===== config.mk =====
export PLATFORM = sky130hd
export DESIGN_NAME = uart_csr_core
export DESIGN_NICKNAME = d
export VERILOG_FILES = /design/src/rtl/uart_csr_pkg.sv /design/src/rtl/uart_csr_decode.sv /design/src/rtl/uart_rx_hold.sv /design/src/rtl/uart_irq_prio.sv /design/src/rtl/uart_csr_core.sv
export SDC_FILE = /design/constraint.sdc
export NUM_CORES = 1
export LEC_CHECK = 0
export BUFFER_PORTS_ARGS = -buffer_cell sky130_fd_sc_hd__buf_4
export CORE_ASPECT_RATIO = 0.8
export CORE_UTILIZATION = 47
export CTS_CLUSTER_DIAMETER = 40
export CTS_CLUSTER_SIZE = 12
export DETAILED_ROUTE_END_ITERATION = 10
export GPL_TIMING_DRIVEN = 0
export HOLD_SLACK_MARGIN = 0.12
export PLACE_DENSITY = 0.79
export RECOVER_POWER = 50
export SYNTH_ARGS = -nofsm -noshare
export SYNTH_HDL_FRONTEND = slang
export SYNTH_HIERARCHICAL = 1
export SYNTH_SLANG_ARGS = --single-unit

===== constraint.sdc =====
create_clock -name clk -period 3.2 [get_ports clk]
set_clock_uncertainty 0.2 [all_clocks]
set_input_delay 0.16 -clock clk [delete_from_list [all_inputs] [get_ports clk]]
set_output_delay 0.16 -clock clk [all_outputs]
set_load 0.02 [all_outputs]

===== src/rtl/uart_csr_pkg.sv =====
package uart_csr_pkg;
  localparam int NUM_REGS = 8;
  localparam int OFF_W    = 3;

  typedef enum logic [OFF_W-1:0] {
    OFF_DATA  = 3'd0,
    OFF_IEN   = 3'd1,
    OFF_IID   = 3'd2,
    OFF_LCTL  = 3'd3,
    OFF_MCTL  = 3'd4,
    OFF_LSTAT = 3'd5,
    OFF_MSTAT = 3'd6,
    OFF_DIV   = 3'd7
  } reg_off_e;

  // identification codes placed in bits 2:1
  localparam logic [1:0] ID_LINE  = 2'b11;
  localparam logic [1:0] ID_RXD   = 2'b10;
  localparam logic [1:0] ID_THR   = 2'b01;
  localparam logic [1:0] ID_MODEM = 2'b00;

  // enable bit positions
  localparam int EN_RXD   = 0;
  localparam int EN_THR   = 1;
  localparam int EN_LINE  = 2;
  localparam int EN_MODEM = 3;
  localparam int IEN_W    = 4;
endpackage


===== src/rtl/uart_csr_decode.sv =====
module uart_csr_decode
  import uart_csr_pkg::*;
#(
  parameter int ADDR_W = 8
) (
  input  logic              rd,
  input  logic              wr,
  input  logic [ADDR_W-1:0] addr,
  output reg_off_e          off,
  output logic              rd_ok,
  output logic              wr_ok,
  output logic              bad
);
  logic in_range;
  logic wr_only;
  logic rd_only;

  generate
    if (ADDR_W > OFF_W + 2) begin : g_upper
      assign in_range = (addr[ADDR_W-1:OFF_W+2] == '0) && (addr[1:0] == 2'b00);
    end else begin : g_exact
      assign in_range = (addr[1:0] == 2'b00);
    end
  endgenerate

  assign off     = reg_off_e'(addr[OFF_W+1:2]);
  assign wr_only = (off == OFF_IEN) || (off == OFF_LCTL) ||
                   (off == OFF_MCTL) || (off == OFF_DIV);
  assign rd_only = (off == OFF_IID) || (off == OFF_LSTAT) || (off == OFF_MSTAT);

  assign rd_ok = rd && in_range && !wr_only;
  assign wr_ok = wr && in_range && !rd_only;
  assign bad   = (rd && !rd_ok) || (wr && !wr_ok);
endmodule


===== src/rtl/uart_rx_hold.sv =====
module uart_rx_hold #(
  parameter int BYTE_W = 8
) (
  input  logic              clk,
  input  logic              rst,
  input  logic              in_valid,
  input  logic [BYTE_W-1:0] in_data,
  input  logic              take,
  output logic [BYTE_W-1:0] held,
  output logic              ready_flag,
  output logic              overrun
);
  always_ff @(posedge clk) begin
    if (rst) begin
      held       <= '0;
      ready_flag <= 1'b0;
      overrun    <= 1'b0;
    end else if (in_valid) begin
      held       <= in_data;
      ready_flag <= 1'b1;
      if (ready_flag && !take) overrun <= 1'b1;
    end else if (take) begin
      ready_flag <= 1'b0;
    end
  end

  p_beat_sets_ready_r3: assert property (@(posedge clk) disable iff (rst)
    in_valid |=> ready_flag);

  p_overrun_set_r4: assert property (@(posedge clk) disable iff (rst)
    (in_valid && ready_flag && !take) |=> overrun);

  p_overrun_sticky_r4: assert property (@(posedge clk) disable iff (rst)
    overrun |=> overrun);

  p_take_clears_r3: assert property (@(posedge clk) disable iff (rst)
    (take && !in_valid) |=> !ready_flag);
endmodule


===== src/rtl/uart_irq_prio.sv =====
module uart_irq_prio
  import uart_csr_pkg::*;
(
  input  logic             clk,
  input  logic             rst,
  input  logic [5:0]       lstat,
  input  logic [3:0]       mstat_lo,
  input  logic [IEN_W-1:0] ien,
  output logic             irq,
  output logic [2:0]       iid
);
  logic line_p, rxd_p, thr_p, modem_p;

  assign line_p  = (|lstat[4:1]) && ien[EN_LINE];
  assign rxd_p   = lstat[0]      && ien[EN_RXD];
  assign thr_p   = lstat[5]      && ien[EN_THR];
  assign modem_p = (|mstat_lo)   && ien[EN_MODEM];

  assign irq = line_p | rxd_p | thr_p | modem_p;

  always_comb begin
    if (line_p)       iid = {ID_LINE, 1'b0};
    else if (rxd_p)   iid = {ID_RXD, 1'b0};
    else if (thr_p)   iid = {ID_THR, 1'b0};
    else if (modem_p) iid = {ID_MODEM, 1'b0};
    else              iid = 3'b001;
  end

  p_irq_vs_id_r7: assert property (@(posedge clk) disable iff (rst)
    irq == !iid[0]);

  p_line_wins_r7: assert property (@(posedge clk) disable iff (rst)
    ((|lstat[4:1]) && ien[EN_LINE]) |-> (iid == 3'b110));
endmodule


===== src/rtl/uart_csr_core.sv =====
module uart_csr_core
  import uart_csr_pkg::*;
#(
  parameter int ADDR_W = 8,
  parameter int DATA_W = 32,
  parameter int BYTE_W = 8
) (
  input  logic              clk,
  input  logic              rst,
  input  logic              bus_rd,
  input  logic              bus_wr,
  input  logic [ADDR_W-1:0] bus_addr,
  input  logic [DATA_W-1:0] bus_wdata,
  output logic [DATA_W-1:0] bus_rdata,
  output logic              bus_err,
  input  logic              rx_valid,
  input  logic [BYTE_W-1:0] rx_data,
  output logic              rx_ready,
  output logic              tx_valid,
  output logic [BYTE_W-1:0] tx_data,
  input  logic [7:0]        modem_in,
  output logic              irq,
  output logic [7:0]        line_ctl,
  output logic [1:0]        modem_ctl,
  output logic [DATA_W-1:0] divisor
);
  localparam int STAT_W = 8;
  localparam int PAD_W  = DATA_W - STAT_W;
  localparam int BPAD_W = DATA_W - BYTE_W;

  reg_off_e          off;
  logic              rd_ok, wr_ok, bad;
  logic [BYTE_W-1:0] held;
  logic              dr, oe;
  logic [IEN_W-1:0]  ien;
  logic [7:0]        mstat;
  logic [STAT_W-1:0] lstat;
  logic [2:0]        iid;
  logic [DATA_W-1:0] rd_mux;
  logic              take;

  uart_csr_decode #(.ADDR_W(ADDR_W)) u_dec (
    .rd(bus_rd), .wr(bus_wr), .addr(bus_addr),
    .off(off), .rd_ok(rd_ok), .wr_ok(wr_ok), .bad(bad)
  );

  assign take = rd_ok && (off == OFF_DATA);

  uart_rx_hold #(.BYTE_W(BYTE_W)) u_rx (
    .clk(clk), .rst(rst), .in_valid(rx_valid), .in_data(rx_data),
    .take(take), .held(held), .ready_flag(dr), .overrun(oe)
  );

  // bits: 6 temt, 5 thre (no transmitter here, so always empty), 4:2 unused errors
  assign lstat    = {1'b0, 1'b1, 1'b1, 3'b000, oe, dr};
  assign rx_ready = !dr;

  uart_irq_prio u_irq (
    .clk(clk), .rst(rst), .lstat(lstat[5:0]), .mstat_lo(mstat[3:0]),
    .ien(ien), .irq(irq), .iid(iid)
  );

  always_ff @(posedge clk) begin
    if (rst) begin
      ien       <= '0;
      line_ctl  <= '0;
      modem_ctl <= '0;
      divisor   <= '0;
      mstat     <= '0;
    end else begin
      mstat <= modem_in;
      if (wr_ok) begin
        unique case (off)
          OFF_IEN:  ien       <= bus_wdata[IEN_W-1:0];
          OFF_LCTL: line_ctl  <= bus_wdata[7:0];
          OFF_MCTL: modem_ctl <= bus_wdata[1:0];
          OFF_DIV:  divisor   <= bus_wdata;
          default:  ;
        endcase
      end
    end
  end

  always_comb begin
    rd_mux = '0;
    if (rd_ok) begin
      unique case (off)
        OFF_DATA:  rd_mux = {{BPAD_W{1'b0}}, held};
        OFF_IID:   rd_mux = {{(DATA_W-3){1'b0}}, iid};
        OFF_LSTAT: rd_mux = {{PAD_W{1'b0}}, lstat};
        OFF_MSTAT: rd_mux = {{PAD_W{1'b0}}, mstat};
        default:   rd_mux = '0;
      endcase
    end
  end

  always_ff @(posedge clk) begin
    if (rst) begin
      bus_rdata <= '0;
      bus_err   <= 1'b0;
      tx_valid  <= 1'b0;
      tx_data   <= '0;
    end else begin
      if (bus_rd) bus_rdata <= rd_mux;
      bus_err  <= bad;
      tx_valid <= wr_ok && (off == OFF_DATA);
      if (wr_ok && (off == OFF_DATA)) tx_data <= bus_wdata[BYTE_W-1:0];
    end
  end

  p_tx_beat_r2: assert property (@(posedge clk) disable iff (rst)
    (bus_wr && bus_addr == '0) |=> tx_valid);

  p_tx_cause_r2: assert property (@(posedge clk) disable iff (rst)
    tx_valid |-> $past(bus_wr));

  p_err_out_of_range_r9: assert property (@(posedge clk) disable iff (rst)
    ((bus_rd || bus_wr) && (bus_addr >= ADDR_W'(4 * NUM_REGS))) |=> (bus_err && (!$past(bus_rd) || bus_rdata == '0)));

  p_ready_tracks_r10: assert property (@(posedge clk) disable iff (rst)
    (rx_valid && !take) |=> !rx_ready);

  p_fixed_lstat_r1: assert property (@(posedge clk) disable iff (rst)
    (bus_rd && bus_addr == ADDR_W'(4 * OFF_LSTAT)) |=> (bus_rdata[6:5] == 2'b11));
endmodule


======== After elaboration in Yosys (flattened, before gate mapping) ========
Index checks and enable logic that the tools add are counted.
word-level totals
  register bits ........................... 106
  latch bits .............................. 0
  RAM bits ................................ 0
  bits in read-only memories .............. 0
  input bits .............................. 61
  output and inout bits ................... 86
  logic and storage cells ................. 65
  memories kept ........................... 0
operators by class
  add/subtract/negate cells ............... 0
  multipliers ............................. 0
  div/mod/pow operators ................... 0
  order comparisons ....................... 0
  equal/unequal tests ..................... 7
  shift-type cells ........................ 0
  mux-type cells .......................... 8
  bitwise operators ....................... 3
  reduce and logical (&&, ||, !) cells .... 35
operators with widths
  cell                                           number
  one-hot mux 8 bit (4 select lines)             1
  logical AND 1 bit                              13
  == test 3 bit, second input constant           4
  AND reduction 2 bit                            5
  two-way mux 3 bit                              3
  two-way mux 8 bit                              1
  == test 3 x 2 -> 1 bit, second input constant  2
  logical NOT 1 bit                              6
  logical NOT 3 bit                              2
  logical OR 1 bit                               6
  OR reduction 4 bit                             1
  == test 3 x 1 -> 1 bit, second input constant  1
  two-way mux 1 bit                              3
  OR 1 bit                                       3
  logical NOT 2 bit                              1
  nonzero test 2 bit                             1

======== Logic depth before layout (Yosys ltp) ========
  depth in word-level cells ............... 10
  depth in mapped cells ................... 8
  mapped depth without buffers ............ 7

======== Modules after synthesis ========
Netlist, hierarchy kept.
modules (own cells, without submodules)
  module           instances  cells an instance  area an instance (um2)  sequential area each (um2)
  uart_csr_core    1          339                2874.0                  1441.4
  uart_rx_hold     1          33                 360.3                   200.2
  uart_csr_decode  1          17                 120.1                   0.0
  uart_irq_prio    1          9                  62.6                    0.0

======== Least setup slack after synthesis ========
No wires, ideal clock.
  path kind ............................... in2reg
  start point ............................. in bus_addr[5]
  end point ............................... reg line_ctl[0]
  setup time .............................. 0.132 ns
  arrival ................................. 2.036 ns
  data required time ...................... 2.868 ns
  setup slack ............................. 0.832 ns
  cell stages on the path ................. 7
  cells stage by stage .................... or4_4 -> nor4_1 -> nand3_1 -> or2_1 -> buf_2 -> nand2_1 -> a21oi_1
on the way
  cells in the longest elaborated chain, start to end .. 5
RTL lines
  what                                  RTL line               source
  from (decl)                           uart_csr_core.sv:12    input logic [ADDR_W-1:0] bus_addr,
  logical NOT 3 bit                     uart_csr_decode.sv:20  assign in_range = (addr[ADDR_W-1:OFF_W+2] == '0) && (addr[1:0] == 2'b00);
  logical AND 1 bit                     uart_csr_decode.sv:20
  logical AND 1 bit (2 in series)       uart_csr_decode.sv:32  assign wr_ok = wr && in_range && !rd_only;
  net wr_ok                             uart_csr_core.sv:32    logic rd_ok, wr_ok, bad;
  AND reduction 2 bit (no source line)  --
  to (signal assigned)                  uart_csr_core.sv:75    OFF_LCTL: line_ctl <= bus_wdata[7:0];
  to (decl)                             uart_csr_core.sv:23    output logic [7:0] line_ctl,
The timed path passes the listed nets, and every way through them passes these cells.
A chain may end at the register's enable or synchronous reset.

======== Final worst setup path ========
  start point ............................. in bus_addr[6]
  end point ............................... reg divisor[28]
on the way
  cells in the longest elaborated chain, start to end .. 5
RTL lines
  what                                  RTL line               source
  logical NOT 3 bit                     uart_csr_decode.sv:20
  logical AND 1 bit                     uart_csr_decode.sv:20
  logical AND 1 bit (2 in series)       uart_csr_decode.sv:32
  net wr_ok                             uart_csr_core.sv:32
  AND reduction 2 bit (no source line)  --
  to (signal assigned)                  uart_csr_core.sv:77    OFF_DIV: divisor <= bus_wdata;
  to (decl)                             uart_csr_core.sv:25    output logic [DATA_W-1:0] divisor
The timed path passes the listed nets, and every way through them passes these cells.

==> results.md <==
- **n_diodes** 0
- **maximum achievable frequency** 350 MHz
- **number of fill cells in the layout** 548
- **share of total power in the clock network** 35.8%
- **IO buf count** 121
- **number of detailed-routing iterations run before antenna repair** 4
- **gr usage total** 27.4%
- **flip-flop and latch count after synthesis** 82
- **sequential-to-total area share from yosys stat** 48.0%
- **count of mapped cells out of synthesis** 398
- **detailed placement HPWL** 6.47 mm
- **netlist area before placement** 0.00342 mm2
- **Die Span X** 97.3 um
- **total power density per cell area** 397 mW/mm2
- **logic gate share of total power** 13.8%
- **final weighted congestion in routability-driven placement** 0.826
- **clock tree from TritonCTS** yes
- **number of antenna violations at the first check in global routing** 0
- **Arrival @ worst endpoint** 2.91 ns
- **Post-synth top flop** dfxtp_1
- **NetSw** 0.515 mW
- **fraction of power spent switching nets** 24.9%
- **fraction of post-synthesis cell area in the top cell type by area** 48.0%
- **kind of critical path** input port to register
- **most frequent cell after synthesis** nand2_1
- **Unique masters post-synth** 48
- **number of cells on the worst hold path** 6
- **htree depth** 3
- **share of synthesized flip-flops with an asynchronous set or reset** 0%
- **slew margin rel.** 16.9%
- **effective utilization at floorplan** 49.1%
- **number of slew-limit violations in the final report** 0
- **CTS resizes** 0
- **setup repair after global routing missed its margin** false
- **TritonCTS sink count** 82
- **fraction of layout cells with a size suffix above 1** 20.5%
- **first-pass GRT wire length** 16.4 mm
- **number of synthesized flops with an enable pin** 0
- **cell count after placement** 632
- **total wirelength of the detailed-routed design** 10.5 mm
- **insertion delay to the later sink of the worst-skew pair** 0.35 ns
- **run status** finished clean
- **Final Setup Violations** 0
- **largest fanout of any net on the critical path** 10
- **core box area** 0.00696 mm2
- **Layout Nets** 690
- **setup TNS** 0 ns
- **Die H** 78.3 um
- **largest area contributor in the netlist** dfxtp_1
- **cell area after layout** 0.00522 mm2
- **sequential cell fraction of total power** 50.4%
- **count of placed standard cells in the final layout, fillers left out** 721
- **final critical delay including setup and external delays** 2.86 ns
- **synthesized area divided by synthesized cell count** 8.59 um2
- **final antenna-violating net count** 0
- **top cells by instance count after synthesis** nand2_1, dfxtp_1, a21oi_1
- **worst voltage drop across the vdd grid** 0.325 mV
- **Final Hold Viols** 0
- **row count** 27
- **Max Buffers Root-to-Sink** 2
- **dominant cells by area after synthesis** dfxtp_1, nand2_1, a21oi_1
- **Post-Place Cell Area** 0.00453 mm2
- **routed via count** 3,556
- **Int Pwr** 1.56 mW
- **Vias per Instance** 4.93
- **leakage power summed over all cells** 2.12 nW
- **worst hold path type** input port to register
- **count of unresolved DRC violations after routing** 0
- **number of DRC markers in iteration 0** 174
- **final routed wire length divided by cell count** 14.5 um
- **final worst path period share** 89.4%
- **slew at the pin closest to its max-slew limit** 1.23 ns
- **boundary pin count** 147
- **number of warnings printed during yosys synthesis** 6
- **worst reg-to-reg path cell count** 7
- **clock root buffer** clkbuf_8
- **clock buffers created by TritonCTS** 9
- **number of global-route vias before repair** 3,484
- **kind of end point of the critical path** register
- **endpoint required time on the critical path** 3.25 ns
- **growth of design area from synthesis to finish** 52.8%
- **overall overflow remaining after global route** 0
- **largest net degree at the start of global routing** 15
- **Clk pin slew, worst setup/hold paths** 0.09 ns
- **type of origin of the critical path** input port
- **max capacitance violation total** 0
- **die outline area** 0.00762 mm2
## metrics by stage
step | setup slack [ns] | power [mW] | hold slack (ns) | utilization (%)
3_3_place_gp | 0.312 | 1.27 | 0.172 | 65.1
4_1_cts | 0.527 | 2.08 | 0.189 | 78.4
5_1_grt | 0.304 | 2.15 | 0.220 | 75.0
2_1_floorplan | 0.832 | 1.18 | 0.0798 | -
6_report | 0.341 | 2.07 | 0.210 | 75.0
3_5_place_dp | 0.181 | 1.27 | 0.180 | 65.1
## final cells by class
class / count / area, um2 / area share, %
inverter: 8 / 30.0 / 0.575
sequential: 82 / 1640 / 31.4
tap: 87 / 109 / 2.09
multi-input combinational: 286 / 1520 / 29.2
buffer: 48 / 317 / 6.06
timing repair buffer: 194 / 1410 / 26.9
clock buffer: 10 / 128 / 2.44
clock inverter: 6 / 66.3 / 1.27
## per-layer routing
metal	GRT usage (%)	part of all wire (%)
met1	29.8	40
met2	50.6	50
met3	7.39	7.5
met4	11.2	2.4
met5	0	0
## logic make-up after synthesis
| kind of cell | share of synthesized area (%) |
|---|---|
| compound gates | 14.4 |
| xor+xnor | 0.256 |
| buf+inv | 10.1 |
| flops | 48.0 |
| mux | 4.98 |
| other cells | 0.220 |
| simple gates | 21.9 |
## sequential cells by signal, summed over array words and instances (netlist names), 2 cells and up
name,count
u_rx/held,8
bus_rdata,8
mstat,8
ien,4
modem_ctl,2
line_ctl,8
tx_data,8
divisor,32
## placed cells by master (no fill, tap or decap), types with 3 or more instances in the layout
master	netlist	layout
inv_1	7	7
buf_6	3	3
conb_1	2	28
nor2b_1	10	10
mux2i_1	17	17
and3_1	3	3
dlygate4sd3_1	0	73
a22oi_1	5	5
nor2_1	21	21
dfxtp_1	82	82
clkbuf_8	0	9
a22o_1	3	3
buf_2	10	10
clkinvlp_4	0	3
a21oi_1	51	51
nand2_1	103	103
nand2b_1	3	3
clkbuf_1	8	71
buf_4	27	85
nor3_1	3	3
## final timing paths
| path | from | to | slack [ns] |
|---|---|---|---|
| worst max register to register | mstat[1]$_SDFF_PP0_ | bus_rdata[0]$_SDFFE_PP0P_ | 0.85 |
| worst min register to register | divisor[17]$_SDFFE_PP0P_ | divisor[17]$_SDFFE_PP0P_ | 0.26 |
| worst max-delay path | bus_addr[6] | divisor[28]$_SDFFE_PP0P_ | 0.34 |
| worst min-delay path | bus_addr[4] | line_ctl[0]$_SDFFE_PP0P_ | 0.21 |
## power by group through the flow
stage	Combinational [mW]	Sequential [mW]	Clock, mW
final	0.286	1.04	0.741
after global routing	0.304	1.05	0.798
after CTS	0.278	1.04	0.760
after detailed placement	0.204	1.07	0
after global placement	0.201	1.07	0
after floorplan	0.118	1.07	0
## timing repair
item / 4_1_cts / 5_1_grt
endpoints found under the hold margin: 77 / 0
buffers inserted: 0 / 0
hold buffers: 73 / 0
## worst max-delay path: stages
cell           delay [ns]
dlygate4sd3_1        0.54
buf_4                0.15
nor4_1               1.03
nand2_2              0.24
nor2_4               0.22
buf_2                0.26
nand2_1              0.10
a21oi_1              0.20
(Power assumes the default switching activity.)
